===== config.mk =====
export PLATFORM = sky130hd
export DESIGN_NAME = dither_pixel_packer
export DESIGN_NICKNAME = d
export VERILOG_FILES = /design/src/rtl/dpp_pkg.sv /design/src/rtl/dpp_dither_table.sv /design/src/rtl/dpp_pixel_sel.sv /design/src/rtl/dpp_packer.sv /design/src/rtl/dither_pixel_packer.sv
export SDC_FILE = /design/constraint.sdc
export NUM_CORES = 1
export LEC_CHECK = 0
export ABC_AREA = 1
export BUFFER_PORTS_ARGS = -buffer_cell sky130_fd_sc_hd__buf_2
export CAP_MARGIN = 0
export CORE_ASPECT_RATIO = 1.1
export CORE_UTILIZATION = 45
export CTS_BUF_LIST = sky130_fd_sc_hd__clkbuf_4 sky130_fd_sc_hd__clkbuf_8
export DETAILED_ROUTE_END_ITERATION = 6
export GPL_ROUTABILITY_DRIVEN = 0
export PLACE_DENSITY = 0.59
export SLEW_MARGIN = 10
export SYNTH_ARGS = -nofsm -noshare
export SYNTH_HDL_FRONTEND = slang
export SYNTH_HIERARCHICAL = 1
export SYNTH_SLANG_ARGS = --single-unit

===== constraint.sdc =====
create_clock -name clk -period 2.01 [get_ports clk]
set_clock_uncertainty 0.05 [all_clocks]
set_input_delay 0.1005 -clock clk [delete_from_list [all_inputs] [get_ports clk]]
set_output_delay 0.1005 -clock clk [all_outputs]
set_load 0.02 [all_outputs]

===== src/rtl/dpp_pkg.sv =====
package dpp_pkg;
   typedef enum logic {SRC_COMPARE = 1'b0, SRC_EXTERNAL = 1'b1} pix_src_e;

   function automatic logic apply_polarity(input logic raw, input logic inv);
      return raw ^ inv;
   endfunction
endpackage


===== src/rtl/dpp_dither_table.sv =====
module dpp_dither_table #(
   parameter int VAL_W = 8,
   parameter int DEPTH = 8,
   localparam int IDX_W = $clog2(DEPTH)
) (
   input  logic             clk,
   input  logic             rst_n,
   input  logic             wr_en,
   input  logic [IDX_W-1:0] wr_addr,
   input  logic [VAL_W-1:0] wr_data,
   input  logic             win_start,
   input  logic             pix_strobe,
   output logic [IDX_W-1:0] idx,
   output logic [VAL_W-1:0] level
);
   logic [VAL_W-1:0] entry [DEPTH];

   for (genvar e = 0; e < DEPTH; e++) begin : g_entry
      always_ff @(posedge clk or negedge rst_n) begin
         if (!rst_n)
            entry[e] <= '0;
         else if (wr_en && (wr_addr == IDX_W'(e)))
            entry[e] <= wr_data;
      end
   end

   always_ff @(posedge clk or negedge rst_n) begin
      if (!rst_n)
         idx <= '0;
      else if (win_start)
         idx <= '0;
      else if (pix_strobe)
         idx <= IDX_W'(idx + 1'b1);
   end

   assign level = entry[idx];
endmodule


===== src/rtl/dpp_pixel_sel.sv =====
module dpp_pixel_sel
   import dpp_pkg::*;
#(
   parameter bit HAS_BYPASS = 1'b1
) (
   input  logic cmp_bit,
   input  logic byp_bit,
   input  logic bypass,
   input  logic invert,
   output logic pix
);
   pix_src_e src;
   logic     raw;

   if (HAS_BYPASS) begin : g_bypass
      assign src = bypass ? SRC_EXTERNAL : SRC_COMPARE;
      assign raw = (src == SRC_EXTERNAL) ? byp_bit : cmp_bit;
   end else begin : g_no_bypass
      logic unused_byp;
      assign unused_byp = byp_bit ^ bypass;
      assign src = SRC_COMPARE;
      assign raw = cmp_bit;
   end

   assign pix = apply_polarity(raw, invert);
endmodule


===== src/rtl/dpp_packer.sv =====
module dpp_packer #(
   parameter int WORD_W = 16,
   localparam int CNT_W = $clog2(WORD_W)
) (
   input  logic              clk,
   input  logic              rst_n,
   input  logic              pix_strobe,
   input  logic              pix,
   input  logic              word_rd,
   output logic [WORD_W-1:0] word_out,
   output logic              word_ready,
   output logic              overflow,
   output logic [CNT_W-1:0]  cnt
);
   localparam logic [CNT_W-1:0] LAST = CNT_W'(WORD_W - 1);

   logic [WORD_W-1:0] acc;
   logic [WORD_W-1:0] acc_nxt;
   logic [CNT_W-1:0]  slot;
   logic              completes;

   assign slot      = word_rd ? '0 : cnt;
   assign completes = pix_strobe && !word_rd && (cnt == LAST);

   for (genvar b = 0; b < WORD_W; b++) begin : g_bit
      assign acc_nxt[b] = (pix_strobe && (slot == CNT_W'(b))) ? pix : acc[b];
   end

   always_ff @(posedge clk or negedge rst_n) begin
      if (!rst_n) begin
         acc        <= '0;
         cnt        <= '0;
         word_out   <= '0;
         word_ready <= 1'b0;
         overflow   <= 1'b0;
      end else begin
         acc <= acc_nxt;
         if (word_rd) begin
            word_ready <= 1'b0;
            cnt        <= pix_strobe ? CNT_W'(1) : '0;
         end else if (pix_strobe) begin
            if (completes) begin
               word_out   <= acc_nxt;
               word_ready <= 1'b1;
               cnt        <= '0;
               if (word_ready)
                  overflow <= 1'b1;
            end else begin
               cnt <= CNT_W'(cnt + 1'b1);
            end
         end
      end
   end
endmodule


===== src/rtl/dither_pixel_packer.sv =====
module dither_pixel_packer #(
   parameter int VAL_W      = 8,
   parameter int DEPTH      = 8,
   parameter int WORD_W     = 16,
   parameter bit HAS_BYPASS = 1'b1,
   localparam int IDX_W     = $clog2(DEPTH),
   localparam int CNT_W     = $clog2(WORD_W)
) (
   input  logic              clk,
   input  logic              rst_n,
   input  logic              dth_wr_en,
   input  logic [IDX_W-1:0]  dth_wr_addr,
   input  logic [VAL_W-1:0]  dth_wr_data,
   input  logic              ctl_invert,
   input  logic              ctl_bypass,
   input  logic              win_start,
   input  logic              pix_strobe,
   input  logic              cmp_bit,
   input  logic              byp_bit,
   input  logic              word_rd,
   output logic [VAL_W-1:0]  dth_level,
   output logic [WORD_W-1:0] word_out,
   output logic              word_ready,
   output logic              overflow
);
   if (DEPTH < 2 || (1 << IDX_W) != DEPTH) begin : g_bad_depth
      $error("dither_pixel_packer: DEPTH must be a power of two, at least 2");
   end
   if (WORD_W < 2 || (1 << CNT_W) != WORD_W) begin : g_bad_word
      $error("dither_pixel_packer: WORD_W must be a power of two, at least 2");
   end
   if (VAL_W < 1) begin : g_bad_val
      $error("dither_pixel_packer: VAL_W must be positive");
   end

   logic [IDX_W-1:0] dth_idx;
   logic [CNT_W-1:0] pix_cnt;
   logic             pix_val;

   dpp_dither_table #(.VAL_W(VAL_W), .DEPTH(DEPTH)) u_table (
      .clk        (clk),
      .rst_n      (rst_n),
      .wr_en      (dth_wr_en),
      .wr_addr    (dth_wr_addr),
      .wr_data    (dth_wr_data),
      .win_start  (win_start),
      .pix_strobe (pix_strobe),
      .idx        (dth_idx),
      .level      (dth_level)
   );

   dpp_pixel_sel #(.HAS_BYPASS(HAS_BYPASS)) u_sel (
      .cmp_bit (cmp_bit),
      .byp_bit (byp_bit),
      .bypass  (ctl_bypass),
      .invert  (ctl_invert),
      .pix     (pix_val)
   );

   dpp_packer #(.WORD_W(WORD_W)) u_pack (
      .clk        (clk),
      .rst_n      (rst_n),
      .pix_strobe (pix_strobe),
      .pix        (pix_val),
      .word_rd    (word_rd),
      .word_out   (word_out),
      .word_ready (word_ready),
      .overflow   (overflow),
      .cnt        (pix_cnt)
   );
endmodule


## Yosys cells after proc, flatten, opt, wreduce, memory -nomap -nowiden

Cells that the tools add are included.

| storage, ports and cells | value |
|---|---|
| register bits after elaboration | 105 |
| input bits | 21 |

| operators by class | value |
|---|---|
| eq/ne operators | 23 |
| bitwise operators | 3 |
| reduce and logical (&&, ||, !) cells | 35 |
| muxes and demuxes | 31 |
| $add $sub $neg | 2 |
| order comparisons | 1 |

Operator list:

| operator | count |
|---|---|
| $eq A4 B4 Y1 const B | 9 |
| $logic_and A1 B1 Y1 | 26 |
| $bmux W8 S3 | 1 |
| $mux W1 | 22 |
| $eq A4 B3 Y1 const B | 4 |
| $mux W4 | 4 |
| $mux W8 | 2 |
| $eq A3 B3 Y1 const B | 4 |
| $eq A4 B2 Y1 const B | 2 |
| $eq A3 B2 Y1 const B | 2 |
| $mux W3 | 2 |
| $reduce_bool A2 Y1 | 3 |
| $add A4 B1 Y4 const B | 1 |
| $eq A4 B1 Y1 const B | 1 |
| $ge A4 B4 Y1 const B | 1 |
| $logic_not A4 Y1 | 1 |
| $not A3 Y4 | 1 |
| $reduce_and A4 Y1 | 1 |
| $add A3 B1 Y3 const B | 1 |
| $eq A3 B1 Y1 const B | 1 |
| $logic_not A3 Y1 | 1 |
| $reduce_and A3 Y1 | 1 |
| $reduce_and A2 Y1 | 1 |
| $logic_not A1 Y1 | 1 |
| other kinds (2) | 2 |

## Longest topological paths before layout

| logic depth | value |
|---|---|
| word-level depth | 6 |
| mapped depth | 9 |

## By module

The synthesis kept the hierarchy.

By module, submodules not included:

| module | cells an instance | area an instance (µm²) | times used |
|---|---|---|---|
| dpp_dither_table | 452 | 3,331.9 | 1 |
| dpp_packer | 215 | 1,775.5 | 1 |
| dpp_pixel_sel | 11 | 43.8 | 1 |

## Least setup slack after synthesis

OpenSTA, ideal clock, no wires.

| timing path | value |
|---|---|
| path kind | reg2reg |
| start point | register u_pack.cnt[0] |
| end point | register u_pack.word_out[8] |
| arrival time | 1,352 ps |
| stages on the path, launching flop included | 8 |
| buffers on the path | 1 |
| slack | 490 ps |
| cells stage by stage | dfrtp_1 > ha_1 > nand2_2 > nor3_4 > inv_4 > buf_6 > nand2_1 > nand2_1 |

| on the way | value |
|---|---|
| longest elaborated chain between the ends | 4 |
| elaborated cells between the ends (all ways) | 7 |
| classes of those cells | eq/ne (2); mux (2); reduce/logical (3) |

RTL lines:

| item | line | RTL |
|---|---|---|
| from (decl) | dpp_packer.sv:13 | `output logic [CNT_W-1:0] cnt` |
| from (signal assigned) | dpp_packer.sv:40 | `cnt <= pix_strobe ? CNT_W'(1) : '0;` |
| from (signal assigned) | dpp_packer.sv:49 | `cnt <= CNT_W'(cnt + 1'b1);` |
| $mux W4 | dpp_packer.sv:22 | `assign slot = word_rd ? '0 : cnt;` |
| $eq A4 B4 Y1 | dpp_packer.sv:26 | `assign acc_nxt[b] = (pix_strobe && (slot == CNT_W'(b))) ? pix : acc[b];` |
| $logic_and A1 B1 Y1 | dpp_packer.sv:26 |  |
| $mux W1 | dpp_packer.sv:26 |  |
| to (signal assigned) | dpp_packer.sv:43 | `word_out <= acc_nxt;` |
| to (decl) | dpp_packer.sv:10 | `output logic [WORD_W-1:0] word_out,` |

Several ways; a longest one is shown, not always the timed one.
A chain may end at the register's enable or synchronous reset.

## Worst setup path in the final report

| timing path | value |
|---|---|
| start point | register u_table.idx[0] |
| end point | output dth_level[6] |

| on the way | value |
|---|---|
| longest elaborated chain between the ends | 4 |

RTL lines:

| item | line | RTL |
|---|---|---|
| from (decl) | dpp_dither_table.sv:13 | `output logic [IDX_W-1:0] idx,` |
| from (signal assigned) | dpp_dither_table.sv:33 | `idx <= IDX_W'(idx + 1'b1);` |
| $not A3 Y4 (implied by the code) | dpp_dither_table.sv:36 | `assign level = entry[idx];` |
| $bmux W8 S3 | dpp_dither_table.sv:36 |  |
| $mux W8 (implied by the code) (2 in a row) | dpp_dither_table.sv:36 |  |
| to (decl) | dither_pixel_packer.sv:21 | `output logic [VAL_W-1:0] dth_level,` |

No other way between the ends. The select of a mux whose other input is x is not followed.

==> results.md <==
- Flip-flop cell with the highest count after synthesis: dfrtp_1
- Largest net degree at the start of global routing: 44
- Setup_tns: 0 ps
- Type of element launching the critical path: flop
- Critical path's slowest cell: dfrtp_1
- Area of the core: between 0.01 and 0.015 mm2
- Post-CTS Setup Repair Bufs: 0
- Cell area after synthesis: 0.00515 mm2
- Total clock buffers created by CTS: 9
- Post-route DRC: 0
- Final critical-path share of the clock period: 93.9%
- Post-synthesis async set-or-reset flop share: between 90% and 100%
- Clock tree sinks: between 100 and 150
- CP Capture Type: output pin
- GRT Util Overall: about 22%
- Count of yosys warnings during synthesis: 6
- Number of synthesized register bits: around 110
- Slew @ Worst Pin: around 700 ps
- Total Wirelength: ~12 mm
- Post-Syn Area per Cell: about 7.6 um2
- Run status: completed
- Worst R2R Start: u_pack/cnt[3]
- Switching pwr: 0.00152 W
- Clock transition at the register clock pins on the worst setup and hold paths after CTS: 100 ps
- Worst Min Path Start: pix_strobe
- Longest Clk Path Bufs: 2
- Design internal power: between 0.003 and 0.004 W
- Drt pass-1 iters: 5
- I/O Pins: 47
- Clock network power share: 27.2%
- CP Data Required Time: about 1900 ps
- Type of the worst setup path: flop to output pin
- Effective utilization at floorplan: 46.8%
- Relative contribution of combinational cells to total power: approximately a fifth
- Initial drt markers: ~190
- Number of flops mapped to enable cells by yosys: 0
- Number of pins exceeding their max-slew limit in the final report: 0
- Max-Slew Margin vs Limit: between 50% and 60%
- Achievable clock frequency: around 530 MHz
- Portion of the post-synthesis area used by sequential elements: 51.0%
- Min Clock Period, post-route: approximately 1900 ps
- Post-synthesis cell count: roughly 680
- Total number of vias: roughly 4,300
- Avg Vias per Cell: 4.86
- Depth of the worst register-to-register path: 5
- Post-DRT Antenna Nets: 0
- Endpoint of the worst hold path: u_pack/cnt[0]
- Worst-case register-to-register setup slack: roughly 420 ps
- Crit path arrival time: 1740 ps
- Power density over cell area: 845 mW/mm2
- Final core utilization: approximately 53%
- Unrepaired setup endpoints after global routing: no
- Static Leak: approximately 3.1 nW
- Maximum single-stage delay on the critical path: roughly 370 ps
- Width of the die: between 100 and 150 um
- Floorplan die area: approximately 0.012 mm2
- Post-Syn Nets: about 700
- Clock tree root driver cell: clkbuf_8
- Max Fanout on Critical Path: 34
- Number of max-cap violations: 0
- Synth-to-layout area growth: 12.9%
- Share of total power consumed by net switching: between 30% and 40%
- Worst-skew pair later-pin latency: ~380 ps
- Worst min path class: input pin to flop
- CTS HTree Levels: 3
- Initial antenna violation count: 0
- Final HPWL DP: 8.26 mm
- Grt ovf: 0
- Port buffer count: 46
- Antenna Cells: 0
- Number of global-route vias before repair: about 4,200
- Die height: approximately 110 um
- Worst reg2reg endpoint: u_pack/acc[7]
- Number of failing hold endpoints at the final stage: 0
- Wire length of the first global-routing pass: 20.6 mm
- Fraction of final layout cells sized beyond drive strength 1: about 11%
- Unique masters post-synth: 28
- Proportion of power drawn by flip-flops and latches: 52.2%
- Final setup viols: 0
- Layout net count: around 760
- Number of cells on the worst hold path: 3
- Cells traversed along the worst timing path: buf_4 -> nand2_1 -> nand3_1 -> nand2_1 -> nand2_1 -> nand2_1 -> buf_2
- Number of placement rows: 40
- Most common cell on crit path: nand2_1
- Largest vdd supply drop: 322 uV
- Clock tree from TritonCTS: yes
- Average wire length per cell after detail routing: roughly 14 um
final cells by class:
cell class / count / area (um2)
clock buffers: 11 / 139
clock inverters: 5 / 56.3
fillers: 1079 / 5200
inverters: 111 / 423
multi-input cells: 439 / 1950
flip-flops and latches: 105 / 2630
well taps: 147 / 184
repair buffers: 66 / 439
worst max-delay path by stage:
stage / start / slack, ps / end
2_1_floorplan: u_pack/cnt[0] / 490 / u_pack/word_out[8]
3_3_place_gp: u_pack/cnt[3] / 470 / u_pack/acc[5]
3_5_place_dp: u_pack/cnt[3] / 420 / u_pack/acc[5]
4_1_cts: u_table/idx[1] / 90 / dth_level[5]
5_1_grt: u_table/idx[0] / 6 / dth_level[6]
6_report: u_table/idx[0] / 120 / dth_level[6]
stage by stage:
step	area, um2	hold slack (ps)	instances	setup WS (ps)	total power [W]
5_1_grt	5810	131	884	5.60	0.00525
6_report	5810	121	884	122	0.00491
4_1_cts	5810	89.5	884	86.4	0.00497
2_1_floorplan	5150	-245	678	490	0.00328
3_3_place_gp	5500	97.5	857	467	0.00358
3_5_place_dp	5500	105	857	420	0.00361
flip-flops by register name (all words and copies together) (netlist names):
signal / flops
u_table/idx: 3
u_pack/cnt: 4
u_table/entry: 64
u_pack/acc: 16
u_pack/word_ready: 1
u_pack/overflow: 1
u_pack/word_out: 16
critical path, delay by kind of cell, from the launching register on:
kind	cells	cell delay, ps
buf+inv	2	530
flops	1	370
simple gates	5	450
metal layers:
metal / GRT usage (%) / vias up / part of all wire (%)
li1: - / 2186 / -
met5: 0 / - / 0
met3: 2.39 / 25 / 3.3
met4: 13.4 / 0 / 3.7
met1: 28.0 / 1998 / 45
met2: 37.7 / 83 / 48
what timing repair did:
| action | 4_1_cts | 5_1_grt |
|---|---|---|
| hold buffers | 11 | 0 |
| setup endpoints to repair | 0 | 8 |
| gates resized for setup | 0 | 2 |
| endpoints found under the hold margin | 53 | 0 |
cells in the final DEF (no fill, tap or decap), drive strengths merged:
| cell | count |
|---|---|
| bufinv | 1 |
| clkbuf | 11 |
| xnor2 | 1 |
| clkinvlp | 2 |
| clkinv | 4 |
| dlygate4sd3 | 11 |
| nand4 | 2 |
| a211oi | 1 |
| dfrtp | 105 |
| o221ai | 1 |
| a21oi | 3 |
| nor2 | 19 |
| nand2 | 251 |
| o21bai | 1 |
| inv | 109 |
| o22ai | 1 |
| and2 | 15 |
| o21ai | 69 |
| nand3 | 69 |
| buf | 55 |
| ha | 2 |
| nor3 | 4 |
cells in the mapped netlist, types with 2 or more instances:
cell      number  area [um2]
o21ai_0       67         335
nand2_1      250         938
nor2_1        18        67.6
buf_4          2        15.0
clkbuf_1       4        15.0
nor3_4         2        32.5
dfrtp_1      105        2630
ha_1           2        25.0
clkinv_1       2        7.51
and2_1        15        93.8
nand3_1       69         345
buf_2         10        50.1
o21ai_1        2        10.0
inv_1        107         402
buf_6          7        78.8
nand4_1        2        12.5
a21oi_1        3        15.0
power groups by stage:
| stage | logic [W] | registers (W) | clock network [W] |
|---|---|---|---|
| after global routing | 0.00119 | 0.00260 | 0.00145 |
| after global placement | 0.000984 | 0.00260 | 0 |
| after floorplan | 0.000688 | 0.00259 | 0 |
| final | 0.00101 | 0.00256 | 0.00133 |
| after detailed placement | 0.00100 | 0.00261 | 0 |
| after CTS | 0.00102 | 0.00256 | 0.00138 |
kinds of logic (layout without fill, tap and decap cells):
group | Yosys count | in the layout | share of synthesized area [%]
AO/OA/AOI/OAI | 76 | 76 | 7.65
buffers and inverters | 134 | 193 | 11.2
flip-flops | 105 | 105 | 51.0
XOR/XNOR | 1 | 1 | 0.170
adder cells (fa/ha/maj) | 2 | 2 | 0.486
AND/OR/NAND/NOR | 360 | 360 | 29.5
(Power assumes the default switching activity.)
